File: config.mk
export PLATFORM = sky130hd
export DESIGN_NAME = spi32_client_packer
export DESIGN_NICKNAME = d
export VERILOG_FILES = /design/src/rtl/spi32_pkg.sv /design/src/rtl/spi32_serial.sv /design/src/rtl/spi32_len.sv /design/src/rtl/spi32_rx_pack.sv /design/src/rtl/spi32_tx_unpack.sv /design/src/rtl/spi32_client_packer.sv
export SDC_FILE = /design/constraint.sdc
export NUM_CORES = 1
export LEC_CHECK = 0
export BUFFER_PORTS_ARGS = -buffer_cell sky130_fd_sc_hd__buf_2
export CAP_MARGIN = 20
export CORE_ASPECT_RATIO = 1.4
export CORE_UTILIZATION = 25
export CTS_CLUSTER_DIAMETER = 200
export DETAILED_ROUTE_END_ITERATION = 8
export GPL_TIMING_DRIVEN = 0
export PLACE_DENSITY = 0.51
export SETUP_SLACK_MARGIN = 0.5
export SYNTH_ARGS = -nofsm -noshare
export SYNTH_HDL_FRONTEND = slang
export SYNTH_SLANG_ARGS = --single-unit
File: constraint.sdc
create_clock -name clk -period 3.5 [get_ports clk]
set_input_delay 0.7 -clock clk [delete_from_list [all_inputs] [get_ports clk]]
set_output_delay 0.7 -clock clk [all_outputs]
set_load 0.01 [all_outputs]
File: src/rtl/spi32_pkg.sv
package spi32_pkg;
  localparam int DEF_BYTE_W     = 8;
  localparam int DEF_WORD_BYTES = 4;
  localparam int DEF_LEN_W      = 8;
  localparam int DEF_SYNC       = 2;
endpackage

File: src/rtl/spi32_serial.sv
module spi32_serial
  import spi32_pkg::*;
#(
  parameter int BYTE_W      = DEF_BYTE_W,
  parameter int SYNC_STAGES = DEF_SYNC
) (
  input  logic              clk,
  input  logic              rst,
  input  logic              en,
  input  logic              sck,
  input  logic              ss_n,
  input  logic              mosi,
  input  logic [BYTE_W-1:0] tx_byte,
  input  logic              tx_mute,
  output logic              byte_evt,
  output logic [BYTE_W-1:0] byte_data,
  output logic              byte_first,
  output logic              frame_start,
  output logic              frame_end,
  output logic              miso
);
  localparam int BC_W = $clog2(BYTE_W);
  localparam logic [BC_W-1:0] TOP_BIT = BC_W'(BYTE_W - 1);

  logic [SYNC_STAGES-1:0] sck_sr, ss_sr, mosi_sr;
  logic sck_prev, ss_prev;
  logic sck_s, ss_s, mosi_s;
  logic active, rise, last_bit;
  logic [BC_W-1:0]   bit_cnt;
  logic [BYTE_W-2:0] shreg;
  logic              first_pend;

  assign sck_s  = sck_sr[SYNC_STAGES-1];
  assign ss_s   = ss_sr[SYNC_STAGES-1];
  assign mosi_s = mosi_sr[SYNC_STAGES-1];

  always_ff @(posedge clk) begin
    if (rst) begin
      sck_sr   <= '0;
      ss_sr    <= '1;
      mosi_sr  <= '0;
      sck_prev <= 1'b0;
      ss_prev  <= 1'b1;
    end else begin
      sck_sr   <= {sck_sr[SYNC_STAGES-2:0], sck};
      ss_sr    <= {ss_sr[SYNC_STAGES-2:0], ss_n};
      mosi_sr  <= {mosi_sr[SYNC_STAGES-2:0], mosi};
      sck_prev <= sck_s;
      ss_prev  <= ss_s;
    end
  end

  assign active      = en && !ss_s;
  assign frame_start = en && ss_prev && !ss_s;
  assign frame_end   = en && !ss_prev && ss_s;
  assign rise        = active && sck_s && !sck_prev;
  assign last_bit    = (bit_cnt == TOP_BIT);

  always_ff @(posedge clk) begin
    if (rst) begin
      bit_cnt    <= '0;
      shreg      <= '0;
      byte_evt   <= 1'b0;
      byte_data  <= '0;
      byte_first <= 1'b0;
      first_pend <= 1'b0;
      miso       <= 1'b0;
    end else begin
      byte_evt <= 1'b0;
      if (!active) begin
        bit_cnt <= '0;
      end else if (rise) begin
        shreg <= {shreg[BYTE_W-3:0], mosi_s};
        if (last_bit) begin
          bit_cnt    <= '0;
          byte_evt   <= 1'b1;
          byte_data  <= {shreg, mosi_s};
          byte_first <= first_pend;
          first_pend <= 1'b0;
        end else begin
          bit_cnt <= bit_cnt + 1'b1;
        end
      end
      if (frame_start) first_pend <= 1'b1;
      miso <= (active && !tx_mute) ? tx_byte[TOP_BIT - bit_cnt] : 1'b0;
    end
  end

  // bit position restarts whenever the client is not selected
  a_r1_idle_restart: assert property (@(posedge clk) disable iff (rst)
    !active |=> (bit_cnt == '0));
  // a byte takes several sck edges, so completions never touch
  a_r1_evt_spaced: assert property (@(posedge clk) disable iff (rst)
    byte_evt |=> !byte_evt);
endmodule

File: src/rtl/spi32_len.sv
module spi32_len
  import spi32_pkg::*;
#(
  parameter int LEN_W = DEF_LEN_W
) (
  input  logic             clk,
  input  logic             rst,
  input  logic             flush,
  input  logic             len_en,
  input  logic [LEN_W-1:0] len_value,
  input  logic             evt,
  input  logic             frame_end,
  input  logic             err_clr,
  output logic             len_hit,
  output logic             len_err
);
  logic [LEN_W-1:0] cnt;

  assign len_hit = evt && len_en && (len_value != '0) && (cnt + 1'b1 == len_value);

  always_ff @(posedge clk) begin
    if (rst || flush || !len_en) cnt <= '0;
    else if (len_hit)            cnt <= '0;
    else if (evt)                cnt <= cnt + 1'b1;
  end

  always_ff @(posedge clk) begin
    if (rst)                                      len_err <= 1'b0;
    else if (frame_end && len_en && cnt != '0)    len_err <= 1'b1;
    else if (err_clr)                             len_err <= 1'b0;
  end

  // completing a length returns the count to zero
  a_r4_hit_clears: assert property (@(posedge clk) disable iff (rst)
    len_hit |=> (cnt == '0));
  // the error bit holds until cleared
  a_r5_err_sticky: assert property (@(posedge clk) disable iff (rst)
    len_err && !err_clr |=> len_err);
endmodule

File: src/rtl/spi32_rx_pack.sv
module spi32_rx_pack
  import spi32_pkg::*;
#(
  parameter int BYTES  = DEF_WORD_BYTES,
  parameter int BYTE_W = DEF_BYTE_W
) (
  input  logic                    clk,
  input  logic                    rst,
  input  logic                    flush,
  input  logic                    evt,
  input  logic [BYTE_W-1:0]       data,
  input  logic                    first,
  input  logic                    store_en,
  input  logic                    len_hit,
  input  logic                    rd_ack,
  output logic [BYTES*BYTE_W-1:0] rd_data,
  output logic [$clog2(BYTES+1)-1:0] rd_cnt,
  output logic                    rx_valid
);
  localparam int LANE_W = $clog2(BYTES);
  localparam int CNT_W  = $clog2(BYTES + 1);
  localparam int WORD_W = BYTES * BYTE_W;

  logic [WORD_W-1:0] acc, acc_next;
  logic [LANE_W-1:0] lane, lane_use;
  logic              push;

  assign lane_use = first ? '0 : lane;
  assign push     = evt && store_en && ((lane_use == LANE_W'(BYTES - 1)) || len_hit);

  always_comb begin
    for (int i = 0; i < BYTES; i++) begin
      if (LANE_W'(i) == lane_use) acc_next[i*BYTE_W +: BYTE_W] = data;
      else if (first)             acc_next[i*BYTE_W +: BYTE_W] = '0;
      else                        acc_next[i*BYTE_W +: BYTE_W] = acc[i*BYTE_W +: BYTE_W];
    end
  end

  always_ff @(posedge clk) begin
    if (rst || flush) begin
      acc      <= '0;
      lane     <= '0;
      rd_data  <= '0;
      rd_cnt   <= '0;
      rx_valid <= 1'b0;
    end else begin
      if (rd_ack) rx_valid <= 1'b0;
      if (evt && store_en) begin
        if (push) begin
          rd_data  <= acc_next;
          rd_cnt   <= CNT_W'(lane_use) + 1'b1;
          rx_valid <= 1'b1;
          acc      <= '0;
          lane     <= '0;
        end else begin
          acc  <= acc_next;
          lane <= lane_use + 1'b1;
        end
      end else if (evt && len_hit) begin
        acc  <= '0;
        lane <= '0;
      end
    end
  end

  // a delivered word always carries between one and four bytes
  a_r2_count_range: assert property (@(posedge clk) disable iff (rst)
    rx_valid |-> (rd_cnt != '0) && (rd_cnt <= CNT_W'(BYTES)));
  // acknowledge frees the word register when nothing new arrives
  a_r13_ack_clears: assert property (@(posedge clk) disable iff (rst)
    rd_ack && !evt && !flush |=> !rx_valid);
endmodule

File: src/rtl/spi32_tx_unpack.sv
module spi32_tx_unpack
  import spi32_pkg::*;
#(
  parameter int BYTES  = DEF_WORD_BYTES,
  parameter int BYTE_W = DEF_BYTE_W
) (
  input  logic                    clk,
  input  logic                    rst,
  input  logic                    flush,
  input  logic                    wr_valid,
  input  logic [BYTES*BYTE_W-1:0] wr_data,
  input  logic                    evt,
  input  logic                    len_hit,
  output logic [BYTE_W-1:0]       tx_byte,
  output logic                    dre,
  output logic                    txc
);
  localparam int LANE_W = $clog2(BYTES);
  localparam int WORD_W = BYTES * BYTE_W;

  logic [WORD_W-1:0] hold, word;
  logic              hold_v, word_v;
  logic [LANE_W-1:0] lane;
  logic              wr_acc, word_done, load;

  assign wr_acc    = wr_valid && !hold_v;
  assign word_done = evt && word_v && ((lane == LANE_W'(BYTES - 1)) || len_hit);
  assign load      = hold_v && (!word_v || word_done);
  assign tx_byte   = word_v ? word[int'(lane)*BYTE_W +: BYTE_W] : '0;
  assign dre       = !hold_v;

  always_ff @(posedge clk) begin
    if (rst || flush) begin
      hold   <= '0;
      word   <= '0;
      hold_v <= 1'b0;
      word_v <= 1'b0;
      lane   <= '0;
      txc    <= 1'b0;
    end else begin
      if (wr_acc) begin
        hold   <= wr_data;
        hold_v <= 1'b1;
      end
      if (load) begin
        word   <= hold;
        word_v <= 1'b1;
        hold_v <= 1'b0;
        lane   <= '0;
      end else if (word_done) begin
        word_v <= 1'b0;
        lane   <= '0;
      end else if (evt && word_v) begin
        lane <= lane + 1'b1;
      end
      if (wr_acc)                      txc <= 1'b0;
      else if (word_done && !hold_v)   txc <= 1'b1;
    end
  end

  // an accepted write fills the holding register on the next cycle
  a_r9_write_holds: assert property (@(posedge clk) disable iff (rst)
    wr_valid && dre && !flush |=> !dre);
  // transmit-done is only reported with nothing left to send
  a_r9_txc_empty: assert property (@(posedge clk) disable iff (rst)
    txc |-> dre);
endmodule

File: src/rtl/spi32_client_packer.sv
module spi32_client_packer
  import spi32_pkg::*;
#(
  parameter int BYTE_W      = DEF_BYTE_W,
  parameter int WORD_BYTES  = DEF_WORD_BYTES,
  parameter int LEN_W       = DEF_LEN_W,
  parameter int SYNC_STAGES = DEF_SYNC
) (
  input  logic                              clk,
  input  logic                              rst,
  input  logic                              en,
  input  logic                              rx_en,
  input  logic                              len_en,
  input  logic [LEN_W-1:0]                  len_value,
  input  logic                              addr_mode,
  input  logic [BYTE_W-1:0]                 addr_value,
  input  logic                              wr_valid,
  input  logic [WORD_BYTES*BYTE_W-1:0]      wr_data,
  input  logic                              rd_ack,
  output logic [WORD_BYTES*BYTE_W-1:0]      rd_data,
  output logic [$clog2(WORD_BYTES+1)-1:0]   rd_cnt,
  output logic                              rxc,
  output logic                              dre,
  output logic                              txc,
  output logic                              len_err,
  input  logic                              len_err_clr,
  input  logic                              sck,
  input  logic                              ss_n,
  input  logic                              mosi,
  output logic                              miso
);
  logic              flush;
  logic              byte_evt, byte_first, frame_start, frame_end;
  logic [BYTE_W-1:0] byte_data, tx_byte;
  logic              drop, mismatch, evt_eff, first_eff, len_hit;

  assign flush     = !en;
  assign mismatch  = byte_evt && byte_first && addr_mode && (byte_data != addr_value);
  assign evt_eff   = byte_evt && !drop && !mismatch;
  assign first_eff = byte_first && addr_mode;

  always_ff @(posedge clk) begin
    if (rst || flush)      drop <= 1'b0;
    else if (frame_start)  drop <= 1'b0;
    else if (mismatch)     drop <= 1'b1;
  end

  spi32_serial #(.BYTE_W(BYTE_W), .SYNC_STAGES(SYNC_STAGES)) u_serial (
    .clk(clk), .rst(rst), .en(en), .sck(sck), .ss_n(ss_n), .mosi(mosi),
    .tx_byte(tx_byte), .tx_mute(drop),
    .byte_evt(byte_evt), .byte_data(byte_data), .byte_first(byte_first),
    .frame_start(frame_start), .frame_end(frame_end), .miso(miso)
  );

  spi32_len #(.LEN_W(LEN_W)) u_len (
    .clk(clk), .rst(rst), .flush(flush), .len_en(len_en), .len_value(len_value),
    .evt(evt_eff), .frame_end(frame_end), .err_clr(len_err_clr),
    .len_hit(len_hit), .len_err(len_err)
  );

  spi32_rx_pack #(.BYTES(WORD_BYTES), .BYTE_W(BYTE_W)) u_rx (
    .clk(clk), .rst(rst), .flush(flush), .evt(evt_eff), .data(byte_data),
    .first(first_eff), .store_en(rx_en), .len_hit(len_hit), .rd_ack(rd_ack),
    .rd_data(rd_data), .rd_cnt(rd_cnt), .rx_valid(rxc)
  );

  spi32_tx_unpack #(.BYTES(WORD_BYTES), .BYTE_W(BYTE_W)) u_tx (
    .clk(clk), .rst(rst), .flush(flush), .wr_valid(wr_valid), .wr_data(wr_data),
    .evt(evt_eff), .len_hit(len_hit), .tx_byte(tx_byte), .dre(dre), .txc(txc)
  );

  // a dropped frame keeps the serial output low
  a_r8_mute: assert property (@(posedge clk) disable iff (rst)
    drop && en |=> !miso);
  // disabling empties the holding register and the receive word
  a_r11_flush: assert property (@(posedge clk) disable iff (rst)
    !en |=> dre && !rxc && !txc);
  // after reset the holding register is empty
  a_r12_reset_empty: assert property (@(posedge clk)
    $past(rst) |-> dre && !rxc && !txc && !len_err);
endmodule

==> results by group <==
CTS
  • Num CTS Buffers: 17
  • Hold buffer count at CTS: 0
  • # clock sinks: 179
  • H-tree levels: 4
  • Clock root cell: clkbuf_16
  • Clock-pin transition on the worst setup and hold timing paths: 0.06 ns
  • Worst-skew pair later-pin latency: 0.43 ns
  • Maximum clock insertion buffer count: 2
  • Clock tree from TritonCTS: built

Run status
  • Status: finished with violations
  • Violated checks: design-rule violations

Detailed routing
  • Antenna violation net count after detailed routing: 0
  • Via/cell ratio: 4.902
  • Iter 0 DRT Violations: 389
  • Post-detailed-route DRC marker count: 10
  • Routed wire length: 23710 µm
  • Via count: 7030
  • Mean routed wirelength per cell: 16.53 µm
  • Router iterations before antenna repair: 7

Flow run
  • Number of maximum-capacitance constraint violations: 0

Cells and area
  • Post-layout nets: 1102
  • Number of diodes: 0
  • Layout-stage area growth over the synthesis result: 21.08%
  • Share of post-route cells with drive strength above 1: 0.1695
  • Final standard cell area without fillers: 0.009557 mm²

Yosys
  • Cell with the most instances after synthesis: dfxtp_1
  • Most instantiated flip-flop cell in the synthesis netlist: dfxtp_1
  • Post-Syn Instances: 914
  • Post-synthesis instance area: 0.007893 mm²
  • Seq/Total Area, Yosys: 0.4540
  • Count of state elements after synthesis: 179
  • Fraction of synthesized cell area taken by the top area cell type: 0.4540
  • Distinct cell type count of the synthesized netlist: 55
  • Yosys top cell by area: dfxtp_1
  • Count of synthesis-stage warnings from yosys: 0
  • Largest cells by area after synthesis: dfxtp_1 (45%), a21oi_1 (8.6%), nand2_1 (8.2%)
  • List of most frequent post-synthesis cells: dfxtp_1 (179), nand2_1 (172), a21oi_1 (135)
  • Post-Syn Area per Cell: 8.635 µm²
  • Post-Synthesis Net Count: 983
  • Async set or reset register ratio after synthesis: 0
  • Number of synthesized flops with an enable pin: 0

Placement
  • Cell area reported after detailed placement: 0.008876 mm²
  • Final HPWL DP: 17520 µm
  • Routability cong.: 0.8429
  • Port bufs: 99

Global route
  • GR Util All Layers: 0.1501
  • First-pass GRT wire length: 37780 µm
  • Antenna violations before repair: 1
  • Number of global-route vias before repair: 6765
  • Total congestion overflow after global routing: 0
  • Pin count of the biggest net entering global routing: 17

Pwr
  • Leak: 0.003562 µW
  • Proportion of total power due to net switching: 0.2203
  • Internal cell power: 3289 µW
  • Power density over cell area: 441.4 mW/mm²
  • Clk pwr share: 0.470
  • Proportion of power drawn by combinational gates: 0.040
  • Peak ir drop on the vdd network: 0.0003195 V
  • Sequential power share: 0.490
  • Sw power: 929.3 µW

STA
  • Transition at the pin with the smallest max-transition slack: 0.6997 ns
  • Setup TNS: 0 ns
  • Final hold viol count: 0
  • Share of the clock period used by the worst path after layout: 0.7844
  • RSZ-0062 raised after global routing: false
  • Worst clock skew: 0.006074 ns
  • Worst rel slew slack: 0.5336
  • Achievable Freq: 364.2 MHz
  • Final Slew Violations: 0
  • Time the final worst path needs with I/O delays and setup: 2.746 ns
  • Final setup violation count: 0

Worst setup path
  • Crit path kind: reg2reg
  • Max incr delay on CP: 0.41 ns
  • Type of destination of the critical path: flop
  • Req. time, crit path: 3.77 ns
  • Chain of cells forming the critical path: ha_2 > nand3_1 > or3_1 > and4b_1 > nand3_4 > buf_2 > buf_2 > nand3_1 > o311ai_0
  • Category of the worst setup path launch point: flop
  • Arrival time at the worst endpoint: 3.01 ns
  • Critical-path cell with the highest stage delay: or3_1
  • Critical Path Fanout Max: 10

Die
  • Die Footprint: 0.03229 mm²
  • Total number of placement rows: 76
  • Vertical die dimension: 212.2 µm
  • Number of ports placed on the die boundary: 100
  • Width of the die: 152.2 µm
  • Initial standard-cell utilization of the core: 0.2554
  • Core box area: 0.03090 mm²

Min path
  • Worst hold path type: reg2reg
metal layers:
layer / GRT usage / part of all wire / vias up
li1: - / - / 3527
met5: 0 / 0.00034 / -
met2: 0.2617 / 0.49 / 178
met4: 0.06439 / 0.024 / 2
met1: 0.1811 / 0.44 / 3290
met3: 0.02670 / 0.042 / 33
path summary, 6_finish.rpt:
path,cells past startpoint,slack [ns],startpoint,endpoint
max,9,0.75,u_len.cnt[1]$_SDFFE_PP0N_,u_len.cnt[4]$_SDFFE_PP0N_
min,1,0.41,u_serial.ss_sr[0]$_SDFF_PP1_,u_serial.ss_sr[1]$_SDFF_PP1_
max reg2reg,9,0.75,u_len.cnt[1]$_SDFFE_PP0N_,u_len.cnt[4]$_SDFFE_PP0N_
min reg2reg,1,0.41,u_serial.ss_sr[0]$_SDFF_PP1_,u_serial.ss_sr[1]$_SDFF_PP1_
kinds of logic after synthesis:
group                    synth area share
AO/OA/AOI/OAI                      0.2102
adder cells (fa/ha/maj)           0.01427
buffers and inverters             0.04835
flip-flops                         0.4540
XOR/XNOR                          0.01886
multiplexers                      0.03377
AND/OR/NAND/NOR                    0.2205
sequential cells by signal, summed over array words and instances, names as in the netlist, 2 cells and up:
signal / count
u_rx.acc: 32
u_rx.rd_data: 32
u_tx.hold: 32
u_tx.word: 32
u_len.cnt: 8
u_serial.byte_data: 8
u_serial.shreg: 7
u_rx.rd_cnt: 3
u_serial.bit_cnt: 3
u_rx.lane: 2
u_serial.mosi_sr: 2
u_serial.sck_sr: 2
u_serial.ss_sr: 2
u_tx.lane: 2
critical path: cells and delay by family, from the launching register on:
family	cells	cell delay, ns
flip-flops	1	0.40
adder cells (fa/ha/maj)	1	0.27
buffers and inverters	2	0.54
AO/OA/AOI/OAI	1	0.18
AND/OR/NAND/NOR	5	1.19
layout by cell type (no fill, tap or decap), types with 10 or more instances in the layout:
cell type	count
nor2_1	30
mux4_2	10
xor2_1	13
a21oi_1	134
nor2b_1	17
nand3_1	16
nand2_1	172
clkbuf_1	55
a311oi_1	26
clkbuf_16	17
or3_1	28
dfxtp_1	178
buf_2	113
and3_1	43
nor3_1	16
a221o_1	40
what timing repair did:
item | CTS | global route
gates resized for setup | 3 | 14
endpoints found under the setup margin | 103 | 100
hold endpoints to repair | 0 | 0
pin swaps | 1 | 2
buffers inserted | 1 | 0
layout make-up:
class	count	area (µm²)
Fill cell	3297	21350
Clock buffer	22	474.2
Inverter	9	33.78
Sequential cell	179	3585
Tap cell	390	488.0
Clock inverter	8	126.4
Timing Repair Buffer	100	515.5
Buffer	81	351.6
Multi-Input combinational cell	645	3983
power by group through the flow:
stage | clock network [µW] | registers (µW) | logic (µW)
2_1_floorplan | 0 | 2110 | 86.7
5_1_grt | 2120 | 2060 | 190
4_1_cts | 2050 | 2060 | 169
6_report | 1980 | 2060 | 169
3_3_place_gp | 0 | 2110 | 167
3_5_place_dp | 0 | 2110 | 167
per-stage QoR:
| stage | setup WS [ns] | instances | utilization | total power [µW] | hold slack [ns] |
|---|---|---|---|---|---|
| 2_1_floorplan | 0.8842 | 914 | - | 2193 | 0.3895 |
| 3_3_place_gp | 0.03710 | 1403 | 0.2872 | 2278 | 0.4085 |
| 3_5_place_dp | 0.01807 | 1403 | 0.2872 | 2279 | 0.3998 |
| 4_1_cts | 0.5144 | 1434 | 0.3076 | 4279 | 0.4131 |
| 5_1_grt | 0.5059 | 1434 | 0.3092 | 4372 | 0.4216 |
| 6_report | 0.7545 | 1434 | 0.3092 | 4218 | 0.4136 |
Power figures use the tool's default switching activity.
